<file path="config.mk">
export PLATFORM = sky130hd
export DESIGN_NAME = por_clk_seq
export DESIGN_NICKNAME = d
export VERILOG_FILES = /design/src/rtl/por_seq_pkg.sv /design/src/rtl/por_rst_sync.sv /design/src/rtl/por_phase_ctrl.sv /design/src/rtl/por_clk_cfg.sv /design/src/rtl/por_clk_seq.sv
export SDC_FILE = /design/constraint.sdc
export NUM_CORES = 1
export LEC_CHECK = 0
export ABC_AREA = 1
export CORE_ASPECT_RATIO = 0.7
export CORE_MARGIN = 5
export CORE_UTILIZATION = 61
export DETAILED_ROUTE_END_ITERATION = 10
export DONT_BUFFER_PORTS = 1
export GPL_TIMING_DRIVEN = 0
export PLACE_DENSITY = 0.82
export SYNTH_ARGS = -nofsm -noshare
export SYNTH_HDL_FRONTEND = slang
export SYNTH_SLANG_ARGS = --single-unit
</file>
<file path="constraint.sdc">
create_clock -name osc_clk_i -period 1.9 [get_ports osc_clk_i]
set_input_delay 0.19 -clock osc_clk_i [delete_from_list [all_inputs] [get_ports osc_clk_i]]
set_output_delay 0.19 -clock osc_clk_i [all_outputs]
set_load 0.01 [all_outputs]
</file>
<file path="src/rtl/por_seq_pkg.sv">
package por_seq_pkg;

    typedef enum logic [1:0] {
        PH_RESET     = 2'd0,
        PH_OSC_WAIT  = 2'd1,
        PH_LOCK_WAIT = 2'd2,
        PH_RUN       = 2'd3
    } phase_e;

    localparam logic ADDR_MODE = 1'b0;
    localparam logic ADDR_DIV  = 1'b1;

endpackage

</file>
<file path="src/rtl/por_rst_sync.sv">
module por_rst_sync #(
    parameter int STAGES = 2
) (
    input  logic clk_i,
    input  logic arst_n_i,
    output logic rel_o
);

    logic [STAGES-1:0] sync_d, sync_q;

    generate
        if (STAGES == 1) begin : g_single
            always_comb sync_d = 1'b1;
        end else begin : g_chain
            always_comb sync_d = {sync_q[STAGES-2:0], 1'b1};
        end
    endgenerate

    always_ff @(posedge clk_i or negedge arst_n_i) begin
        if (!arst_n_i) sync_q <= '0;
        else           sync_q <= sync_d;
    end

    assign rel_o = sync_q[STAGES-1];

endmodule

</file>
<file path="src/rtl/por_phase_ctrl.sv">
module por_phase_ctrl
    import por_seq_pkg::*;
#(
    parameter int OSC_WAIT  = 8192,
    parameter int LOCK_WAIT = 8192,
    parameter int CNT_W     = 13
) (
    input  logic             clk_i,
    input  logic             arst_n_i,
    input  logic             rel_i,
    output phase_e           phase_o,
    output logic [CNT_W-1:0] cnt_o,
    output logic             pll_en_o,
    output logic             run_o
);

    localparam logic [CNT_W-1:0] OSC_LAST  = CNT_W'(OSC_WAIT - 1);
    localparam logic [CNT_W-1:0] LOCK_LAST = CNT_W'(LOCK_WAIT - 1);

    typedef struct packed {
        phase_e           phase;
        logic [CNT_W-1:0] cnt;
    } seq_state_t;

    seq_state_t st_d, st_q;

    always_comb begin
        st_d = st_q;
        unique case (st_q.phase)
            PH_RESET: begin
                st_d.cnt = '0;
                if (rel_i) st_d.phase = PH_OSC_WAIT;
            end
            PH_OSC_WAIT: begin
                if (st_q.cnt == OSC_LAST) begin
                    st_d.phase = PH_LOCK_WAIT;
                    st_d.cnt   = '0;
                end else begin
                    st_d.cnt = st_q.cnt + CNT_W'(1);
                end
            end
            PH_LOCK_WAIT: begin
                if (st_q.cnt == LOCK_LAST) begin
                    st_d.phase = PH_RUN;
                    st_d.cnt   = '0;
                end else begin
                    st_d.cnt = st_q.cnt + CNT_W'(1);
                end
            end
            PH_RUN: st_d.cnt = '0;
            default: st_d = st_q;
        endcase
    end

    always_ff @(posedge clk_i or negedge arst_n_i) begin
        if (!arst_n_i) begin
            st_q.phase <= PH_RESET;
            st_q.cnt   <= '0;
        end else begin
            st_q <= st_d;
        end
    end

    assign phase_o  = st_q.phase;
    assign cnt_o    = st_q.cnt;
    assign pll_en_o = (st_q.phase == PH_LOCK_WAIT) || (st_q.phase == PH_RUN);
    assign run_o    = (st_q.phase == PH_RUN);

    assert_osc_len_R3: assert property (@(posedge clk_i) disable iff (!arst_n_i)
        (st_q.phase == PH_OSC_WAIT && st_q.cnt == OSC_LAST) |=> (st_q.phase == PH_LOCK_WAIT));

    assert_lock_order_R4: assert property (@(posedge clk_i) disable iff (!arst_n_i)
        (st_q.phase == PH_LOCK_WAIT) |=> (st_q.phase == PH_LOCK_WAIT || st_q.phase == PH_RUN));

    assert_run_sticky_R4: assert property (@(posedge clk_i) disable iff (!arst_n_i)
        (st_q.phase == PH_RUN) |=> (st_q.phase == PH_RUN));

    assert_cnt_clear_R5: assert property (@(posedge clk_i) disable iff (!arst_n_i)
        (st_q.phase == PH_RUN) |-> (st_q.cnt == '0));

    assert_no_overflow_R3: assert property (@(posedge clk_i) disable iff (!arst_n_i)
        (st_q.phase == PH_OSC_WAIT) |-> (st_q.cnt <= OSC_LAST));

endmodule

</file>
<file path="src/rtl/por_clk_cfg.sv">
module por_clk_cfg
    import por_seq_pkg::*;
#(
    parameter int DATA_W = 8,
    parameter int DIV_W  = 3,
    parameter int CT_DIV = 8
) (
    input  logic              clk_i,
    input  logic              arst_n_i,
    input  logic              run_i,
    input  logic              wr_en_i,
    input  logic              wr_addr_i,
    input  logic [DATA_W-1:0] wr_data_i,
    output logic              pll_mode_o,
    output logic [DIV_W-1:0]  div_o,
    output logic              tick_o
);

    localparam int                TICK_W    = (CT_DIV > 1) ? $clog2(CT_DIV) : 1;
    localparam logic [TICK_W-1:0] TICK_LAST = TICK_W'(CT_DIV - 1);

    typedef struct packed {
        logic              pll_mode;
        logic [DIV_W-1:0]  div;
        logic [TICK_W-1:0] tcnt;
    } cfg_state_t;

    cfg_state_t st_d, st_q;

    always_comb begin
        st_d = st_q;
        if (run_i && wr_en_i) begin
            if (wr_addr_i == ADDR_MODE) begin
                st_d.pll_mode = wr_data_i[0];
            end else if (st_q.pll_mode) begin
                st_d.div = wr_data_i[DIV_W-1:0];
            end
        end
        if (run_i && !st_q.pll_mode) begin
            st_d.tcnt = (st_q.tcnt == TICK_LAST) ? '0 : st_q.tcnt + TICK_W'(1);
        end else begin
            st_d.tcnt = '0;
        end
    end

    always_ff @(posedge clk_i or negedge arst_n_i) begin
        if (!arst_n_i) st_q <= '0;
        else           st_q <= st_d;
    end

    assign pll_mode_o = st_q.pll_mode;
    assign div_o      = st_q.div;
    assign tick_o     = run_i && !st_q.pll_mode && (st_q.tcnt == TICK_LAST);

    assert_div_frozen_R9: assert property (@(posedge clk_i) disable iff (!arst_n_i)
        (!st_q.pll_mode) |=> $stable(st_q.div));

    assert_mode_needs_run_R8: assert property (@(posedge clk_i) disable iff (!arst_n_i)
        (!run_i) |=> (!st_q.pll_mode));

    assert_tick_gap_R7: assert property (@(posedge clk_i) disable iff (!arst_n_i)
        tick_o |=> !tick_o);

endmodule

</file>
<file path="src/rtl/por_clk_seq.sv">
module por_clk_seq
    import por_seq_pkg::*;
#(
    parameter int OSC_WAIT    = 8192,
    parameter int LOCK_WAIT   = 8192,
    parameter int CNT_W       = 13,
    parameter int SYNC_STAGES = 2,
    parameter int DATA_W      = 8,
    parameter int DIV_W       = 3,
    parameter int CT_DIV      = 8
) (
    input  logic              osc_clk_i,
    input  logic              ext_rst_n_i,
    input  logic              wr_en_i,
    input  logic              wr_addr_i,
    input  logic [DATA_W-1:0] wr_data_i,
    output logic              pll_en_o,
    output logic              cpu_rst_n_o,
    output logic              pll_mode_o,
    output logic [DIV_W-1:0]  cpu_div_o,
    output logic              cpu_tick_o,
    output logic [1:0]        phase_o,
    output logic [CNT_W-1:0]  wait_cnt_o
);

    logic   rel;
    logic   run;
    phase_e phase;

    por_rst_sync #(.STAGES(SYNC_STAGES)) i_sync (
        .clk_i    (osc_clk_i),
        .arst_n_i (ext_rst_n_i),
        .rel_o    (rel)
    );

    por_phase_ctrl #(
        .OSC_WAIT  (OSC_WAIT),
        .LOCK_WAIT (LOCK_WAIT),
        .CNT_W     (CNT_W)
    ) i_phase (
        .clk_i    (osc_clk_i),
        .arst_n_i (ext_rst_n_i),
        .rel_i    (rel),
        .phase_o  (phase),
        .cnt_o    (wait_cnt_o),
        .pll_en_o (pll_en_o),
        .run_o    (run)
    );

    por_clk_cfg #(
        .DATA_W (DATA_W),
        .DIV_W  (DIV_W),
        .CT_DIV (CT_DIV)
    ) i_cfg (
        .clk_i      (osc_clk_i),
        .arst_n_i   (ext_rst_n_i),
        .run_i      (run),
        .wr_en_i    (wr_en_i),
        .wr_addr_i  (wr_addr_i),
        .wr_data_i  (wr_data_i),
        .pll_mode_o (pll_mode_o),
        .div_o      (cpu_div_o),
        .tick_o     (cpu_tick_o)
    );

    assign cpu_rst_n_o = run;
    assign phase_o     = phase;

    assert_rst_held_R4: assert property (@(posedge osc_clk_i) disable iff (!ext_rst_n_i)
        (!pll_en_o) |-> (!cpu_rst_n_o));

    assert_pll_stopped_R3: assert property (@(posedge osc_clk_i) disable iff (!ext_rst_n_i)
        (phase_o == 2'd1) |=> (phase_o != 2'd3));

endmodule

</file>
==> flow_metrics.py, run 1 <==
metrics = {
    "outcome": {
        "status": "finished clean",
    },
    "route": {
        "postRouteAntennaNets": 0,
        "vias": 886,
        "via_per_inst": 5.50,
        "drt-initial-drc-count": 23,
        "drc": 0,
        "drt_pass1_iterations": 4,
        "wl_per_cell_um": 14.5,
        "drt_wl_total_um": 2330,
    },
    "finish": {
        "drive_gt1_share_pct": 19.4,
        "multi_input_area_um2": 591,
        "regArea_um2": 601,
        "area_growth_pct": 9.43,
        "nets": 161,
        "antenna_cells": 0,
        "fillers": 132,
        "design_area_mm2": 0.00139,
    },
    "clock_tree": {
        "cts-root-buf": "clkbuf_4",
        "clockBufferDepth": 2,
        "cts_num_sinks": 24,
        "clk_pin_slew_worst_paths_ps": 130,
        "numCtsBuffers": 3,
        "clk_latency_ps": 310,
        "cts_tree": "done",
        "h-tree-depth": 1,
        "post_cts_buffers": 0,
    },
    "floorplan": {
        "die_h_um": 48.2,
        "core_area_mm2": 0.00192,
        "core.rowCount": 13,
        "dieArea_mm2": 0.00312,
        "start_util_pct": 66.4,
        "ioPinCount": 34,
        "die_w_um": 64.6,
    },
    "timing": {
        "relSlewSlack_pct": 29.6,
        "finalSetupViolCount": 0,
        "worst_slew_pin_slew_ps": 1050,
        "hold_viol": 0,
        "fin_crit_sh_pct": 93.2,
        "skew_ps": 2.99,
        "drv_slew": 0,
        "fmax_mhz": 565,
        "tns_ps": 0,
        "period_minus_slack_ps": 1770,
        "rsz0062_at_grt": "false",
    },
    "power": {
        "leakagePower_nw": 0.637,
        "peakVddDrop_mv": 0.944,
        "power_density_mw_per_mm2": 1240,
        "finalPower_mw": 1.73,
    },
    "logic_synthesis": {
        "synth_area_leaders": "dfrtp_1, ha_1, nor2_1, nand2_1, inv_1",
        "synthFlopType": "dfrtp_1",
        "synth_edf_count": 0,
        "synth_warnings": 0,
        "synth.largest_area_cell": "dfrtp_1",
        "async_flop_share_pct": 100,
        "synth_commonest_cells": "dfrtp_1, nor2_1, nand2_1, inv_1, ha_1",
        "ys_types": 28,
        "synth_most_common_cell": "dfrtp_1",
        "ys_seq_elements": 24,
        "synth_compound_area_share_pct": 3.05,
        "synth_top_family_by_area": "simple AND/OR/NAND/NOR gates",
        "synth_fa_ha_area_share_pct": 8.84,
        "synth_area_mm2": 0.00127,
        "synth_seq_area_share_pct": 47.2,
        "synth_top_area_share_pct": 47.2,
        "synthSimpleGateAreaFrac_pct": 28.8,
        "synthXorXnorAreaFrac_pct": 2.75,
        "muxShareOfSynthArea_pct": 2.65,
        "syn_area_per_cell_um2": 9.72,
        "postSynthCellCount": 131,
        "syn-num-nets": 152,
    },
    "place": {
        "port_buffers": 0,
        "placed_cell_area_mm2": 0.00130,
        "gp_congestion": 0.856,
        "hpwl_um": 1780,
    },
    "critical_path": {
        "path_class": "reg2out",
        "reg2reg_slack_ps": 210,
        "arrival_ps": 1580,
        "path_max_fanout": 7,
        "crit_path_end_kind": "output pin",
        "cp-start-kind": "register",
        "required_ps": 1710,
    },
    "grt": {
        "grt_antenna_before_repair": 0,
        "grt_max_degree": 25,
        "grt_pass1_wl_um": 3800,
        "grt_usage_pct": 16.7,
        "grt_pass1_vias": 825,
        "overflow": 0,
    },
    "hold_path": {
        "hold_class": "in2reg",
    },
    "flow_run": {
        "max_cap_viol_count": 0,
    },
}
==> state kept, by name, indices dropped and copies added (netlist names) <==
| name | flops |
|---|---|
| i_cfg.div_o | 3 |
| i_phase.phase_o | 2 |
| i_cfg.st_q | 3 |
| i_phase.cnt_o | 13 |
| i_cfg.pll_mode_o | 1 |
| i_sync.sync_q | 2 |
==> timing repair <==
action | 4_1_cts | 5_1_grt
hold buffers | 4 | 0
hold endpoints to repair | 27 | 0
resized for setup | 0 | 0
==> power by group <==
part / switching (mW) / internal (mW)
Clock: 0.153 / 0.213
Combinational: 0.369 / 0.246
Sequential: 0.140 / 0.610
==> worst paths after layout <==
path / start / end / depth (start not counted)
setup reg to reg: i_phase.phase_o[0] / i_cfg.div_o[1] / 4
hold / removal: wr_data_i[0] / i_cfg.pll_mode_o / 2
min in group asynchronous: ext_rst_n_i / i_cfg.div_o[2] / 1
hold reg to reg: i_sync.sync_q[0] / i_sync.sync_q[1] / 0
setup / recovery: i_phase.phase_o[0] / cpu_tick_o / 3
max in group asynchronous: ext_rst_n_i / i_cfg.st_q[0] / 1
==> cells in the final DEF (no fill, tap or decap), types with 2 or more instances in the layout <==
| cell | Yosys | routed |
|---|---|---|
| dfrtp_1 | 24 | 24 |
| nor2_1 | 18 | 18 |
| nand2_1 | 17 | 17 |
| inv_1 | 14 | 14 |
| ha_1 | 9 | 9 |
| nand3_1 | 6 | 6 |
| a21oi_1 | 6 | 6 |
| dlygate4sd3_1 | 0 | 4 |
| nand3_2 | 3 | 3 |
| nor2_4 | 3 | 3 |
| nor3_2 | 3 | 3 |
| xor2_1 | 3 | 3 |
| mux2_1 | 3 | 3 |
| buf_4 | 3 | 3 |
| clkbuf_4 | 0 | 3 |
| inv_2 | 2 | 2 |
| nor3_1 | 2 | 2 |
| nand2_2 | 2 | 2 |
| nand2_4 | 2 | 2 |
==> final cells by class <==
type | count | area share, %
clock inverters | 1 | 2.15
multi-input cells | 88 | 42.4
inverters | 16 | 4.31
repair buffers | 4 | 2.87
flip-flops and latches | 24 | 43.1
clock buffers | 3 | 1.62
well taps | 22 | 1.97
plain buffers | 3 | 1.62
==> worst max-delay path: stages (launching register included) <==
cell and delay [ps]:
dfrtp_1 560, ha_1 350, nand2_1 150, nor2_1 210
==> logic make-up (layout without fill, tap and decap cells) <==
family / after synthesis / count (layout)
and+or+nand+nor: 64 / 64
DFF: 24 / 24
buffers and inverters: 19 / 27
adders and majority gates: 9 / 9
AOI/OAI and AO/OA: 7 / 7
xor gates and xnor gates: 4 / 4
muxes: 3 / 3
other: 1 / 1
==> layer usage <==
metal	vias up	part of all wire, %	global-route usage, %
li1	426	-	-
met2	31	49	29.1
met3	2	7.9	5.76
met1	427	43	21.3
met5	-	0	0
met4	0	0.52	2.52
==> stage by stage <==
step           setup slack, ps  util [%]  hold WS (ps)  instances
3_3_place_gp               249      67.8          -105        153
4_1_cts                    113      72.6          14.3        161
3_5_place_dp               217      67.8          -105        153
2_1_floorplan              410         -          -106        131
6_report                   129      72.6          30.8        161
5_1_grt                   34.0      72.6          15.1        161
No activity file was read; power rests on OpenSTA's default activity.
==> inputs of run 2 (changes only) <==
--- a/config.mk
+++ b/config.mk
@@ -15,4 +15,5 @@
 export PLACE_DENSITY = 0.82
 export SYNTH_ARGS = -nofsm -noshare
 export SYNTH_HDL_FRONTEND = slang
+export SYNTH_HIERARCHICAL = 1
 export SYNTH_SLANG_ARGS = --single-unit
==> flow_metrics.py, run 2 <==
metrics = {
    "grt": {
        "grt_antenna_before_repair": 0,
        "grt_pass1_wl_um": 3860,
        "overflow": 0,
        "grt_usage_pct": 16.9,
        "grt_max_degree": 25,
        "grt_pass1_vias": 898,
    },
    "floorplan": {
        "core.rowCount": 13,
        "die_h_um": 48.1,
        "die_w_um": 64.5,
        "core_area_mm2": 0.00192,
        "ioPinCount": 34,
        "dieArea_mm2": 0.00310,
        "start_util_pct": 66.0,
    },
    "hold_path": {
        "hold_class": "in2reg",
        "hold_start": "wr_addr_i",
        "holdPathEnd": "i_cfg/pll_mode_o",
        "hold_depth": 3,
    },
    "power": {
        "leakagePower_nw": 0.680,
        "swShare_pct": 41.0,
        "power_density_mw_per_mm2": 1130,
        "p_comb_share_pct": 35.2,
        "p_seq_share_pct": 47.6,
        "p_int_uw": 917,
        "power_frac_clock_pct": 17.2,
        "peakVddDrop_mv": 0.656,
        "switchingPower_uw": 638,
    },
    "critical_path": {
        "path_class": "reg2out",
        "cp-start-kind": "register",
        "worst_r2r_path_depth": 6,
        "arrival_ps": 1540,
        "cp-startpoint": "i_phase/phase_o[1]",
        "r2r_start": "i_phase/phase_o[0]",
        "crit_path_end_kind": "output pin",
        "reg2reg_slack_ps": 350,
        "required_ps": 1710,
        "crit_chain": "ha_1 -> nand2_1 -> nor2_1",
        "crit_slowest_cell": "dfrtp_1",
        "slowest_delay_ps": 530,
        "r2r_end": "i_phase/cnt_o[9]",
        "path_max_fanout": 6,
    },
    "finish": {
        "largest_reg_flops": 13,
        "area_growth_pct": 8.99,
        "final_common_cell": "nand2_1",
        "antenna_cells": 0,
        "fillers": 148,
        "final_cell_mix": "nand2_1, dfrtp_1, nor2_1, inv_1",
        "nets": 177,
        "drive_gt1_share_pct": 15.4,
        "design_area_mm2": 0.00138,
    },
    "timing": {
        "finalSetupViolCount": 0,
        "relSlewSlack_pct": 31.6,
        "period_minus_slack_ps": 1730,
        "skew_ps": 7.31,
        "rsz0062_at_grt": "false",
        "worst_slew_pin_slew_ps": 1020,
        "tns_ps": 0,
        "hold_viol": 0,
        "fin_crit_sh_pct": 91.2,
        "fmax_mhz": 577,
        "drv_slew": 0,
    },
    "route": {
        "via_per_inst": 5.25,
        "drt_wl_total_um": 2270,
        "postRouteAntennaNets": 0,
        "drt_pass1_iterations": 4,
        "vias": 934,
        "drc": 0,
        "wl_per_cell_um": 12.8,
        "drt-initial-drc-count": 69,
    },
    "logic_synthesis": {
        "postSynthCellCount": 147,
        "ys_types": 22,
        "synth_warnings": 6,
        "synth_edf_count": 0,
        "async_flop_share_pct": 100,
        "synthFlopType": "dfrtp_1",
        "synth_top_area_share_pct": 47.4,
        "synth_seq_area_share_pct": 47.4,
        "syn_area_per_cell_um2": 8.61,
        "synth_area_leaders": "dfrtp_1, nand2_1, ha_1, nor2_1, inv_1",
        "synth_commonest_cells": "nand2_1, dfrtp_1, nor2_1, inv_1",
        "synth_most_common_cell": "nand2_1",
        "syn-num-nets": 167,
        "synth_area_mm2": 0.00127,
        "ys_seq_elements": 24,
        "synth.largest_area_cell": "dfrtp_1",
    },
    "clock_tree": {
        "clockBufferDepth": 2,
        "h-tree-depth": 1,
        "cts-root-buf": "clkbuf_4",
        "cts_tree": "done",
        "post_cts_buffers": 0,
        "clk_pin_slew_worst_paths_ps": 130,
        "clk_latency_ps": 310,
        "cts_num_sinks": 24,
        "cts_resized": 0,
        "numCtsBuffers": 3,
    },
    "place": {
        "hpwl_um": 1760,
        "gp_congestion": 0.816,
        "placed_cell_area_mm2": 0.00129,
        "port_buffers": 0,
    },
    "outcome": {
        "status": "finished clean",
    },
    "flow_run": {
        "max_cap_viol_count": 0,
    },
}
-- run 2: what timing repair did --
item,in CTS,in global routing
hold endpoints to repair,28,1
endpoints found under the setup margin,0,0
hold buffers,4,1
-- run 2: logic make-up after synthesis --
kind of cell | after synthesis | synth area share [%]
buffers and inverters | 22 | 7.41
xor gates and xnor gates | 5 | 3.46
adders and majority gates | 8 | 7.91
DFF | 24 | 47.4
other | 1 | 0.296
and+or+nand+nor | 78 | 29.4
AOI/OAI and AO/OA | 9 | 4.05
-- run 2: critical path: cells and delay by family, from the launching register on --
kind                     cells  cell delay [ps]
adder cells (fa/ha/maj)      1              340
flip-flops                   1              530
AND/OR/NAND/NOR              2              370
-- run 2: metrics by stage --
| step | power (mW) | utilization, % | hold slack (ps) | cells | setup WS [ps] |
|---|---|---|---|---|---|
| final | 1.55 | 71.9 | 16.8 | 178 | 166 |
| after global routing | 1.69 | 71.9 | 8.06 | 178 | 63.5 |
| after CTS | 1.57 | 71.4 | 1.14 | 177 | 141 |
| after detailed placement | 1.27 | 67.4 | -105 | 169 | 382 |
| after global placement | 1.24 | 67.4 | -105 | 169 | 457 |
| after floorplan | 1.15 | - | -106 | 147 | 536 |
-- run 2: worst max path at each step --
stage / end / slack, ps / cells after the start
after floorplan: i_phase/phase_o[0] / 540 / 7
after global placement: i_phase/cnt_o[9] / 460 / 6
after detailed placement: i_phase/phase_o[0] / 380 / 7
after CTS: cpu_tick_o / 140 / 3
after global routing: cpu_tick_o / 60 / 3
final: cpu_tick_o / 170 / 3
-- run 2: layer usage --
| layer | track usage [%] | vias up | share of wire [%] |
|---|---|---|---|
| li1 | - | 470 | - |
| met2 | 27.9 | 32 | 43 |
| met3 | 7.14 | 4 | 7.6 |
| met1 | 20.7 | 428 | 48 |
| met4 | 5.88 | 0 | 0.97 |
| met5 | 0 | - | 0 |
-- run 2: power groups by stage --
stage	logic, mW	clock network [mW]	registers (mW)
floorplan	0.425	0	0.722
global placement	0.495	0	0.745
detailed placement	0.519	0	0.753
CTS	0.547	0.279	0.743
global route	0.625	0.304	0.757
finish	0.547	0.267	0.741
-- run 2: layout make-up --
type                       instances  area (um^2)  share of cell area [%]
tap                               22         27.5                    1.99
sequential                        24          601                    43.5
buffer                             3         22.5                    1.63
timing repair buffer               5         50.0                    3.63
clock buffer                       4         36.3                    2.63
multi-input combinational        101          572                    41.4
inverter                          19         71.3                    5.17
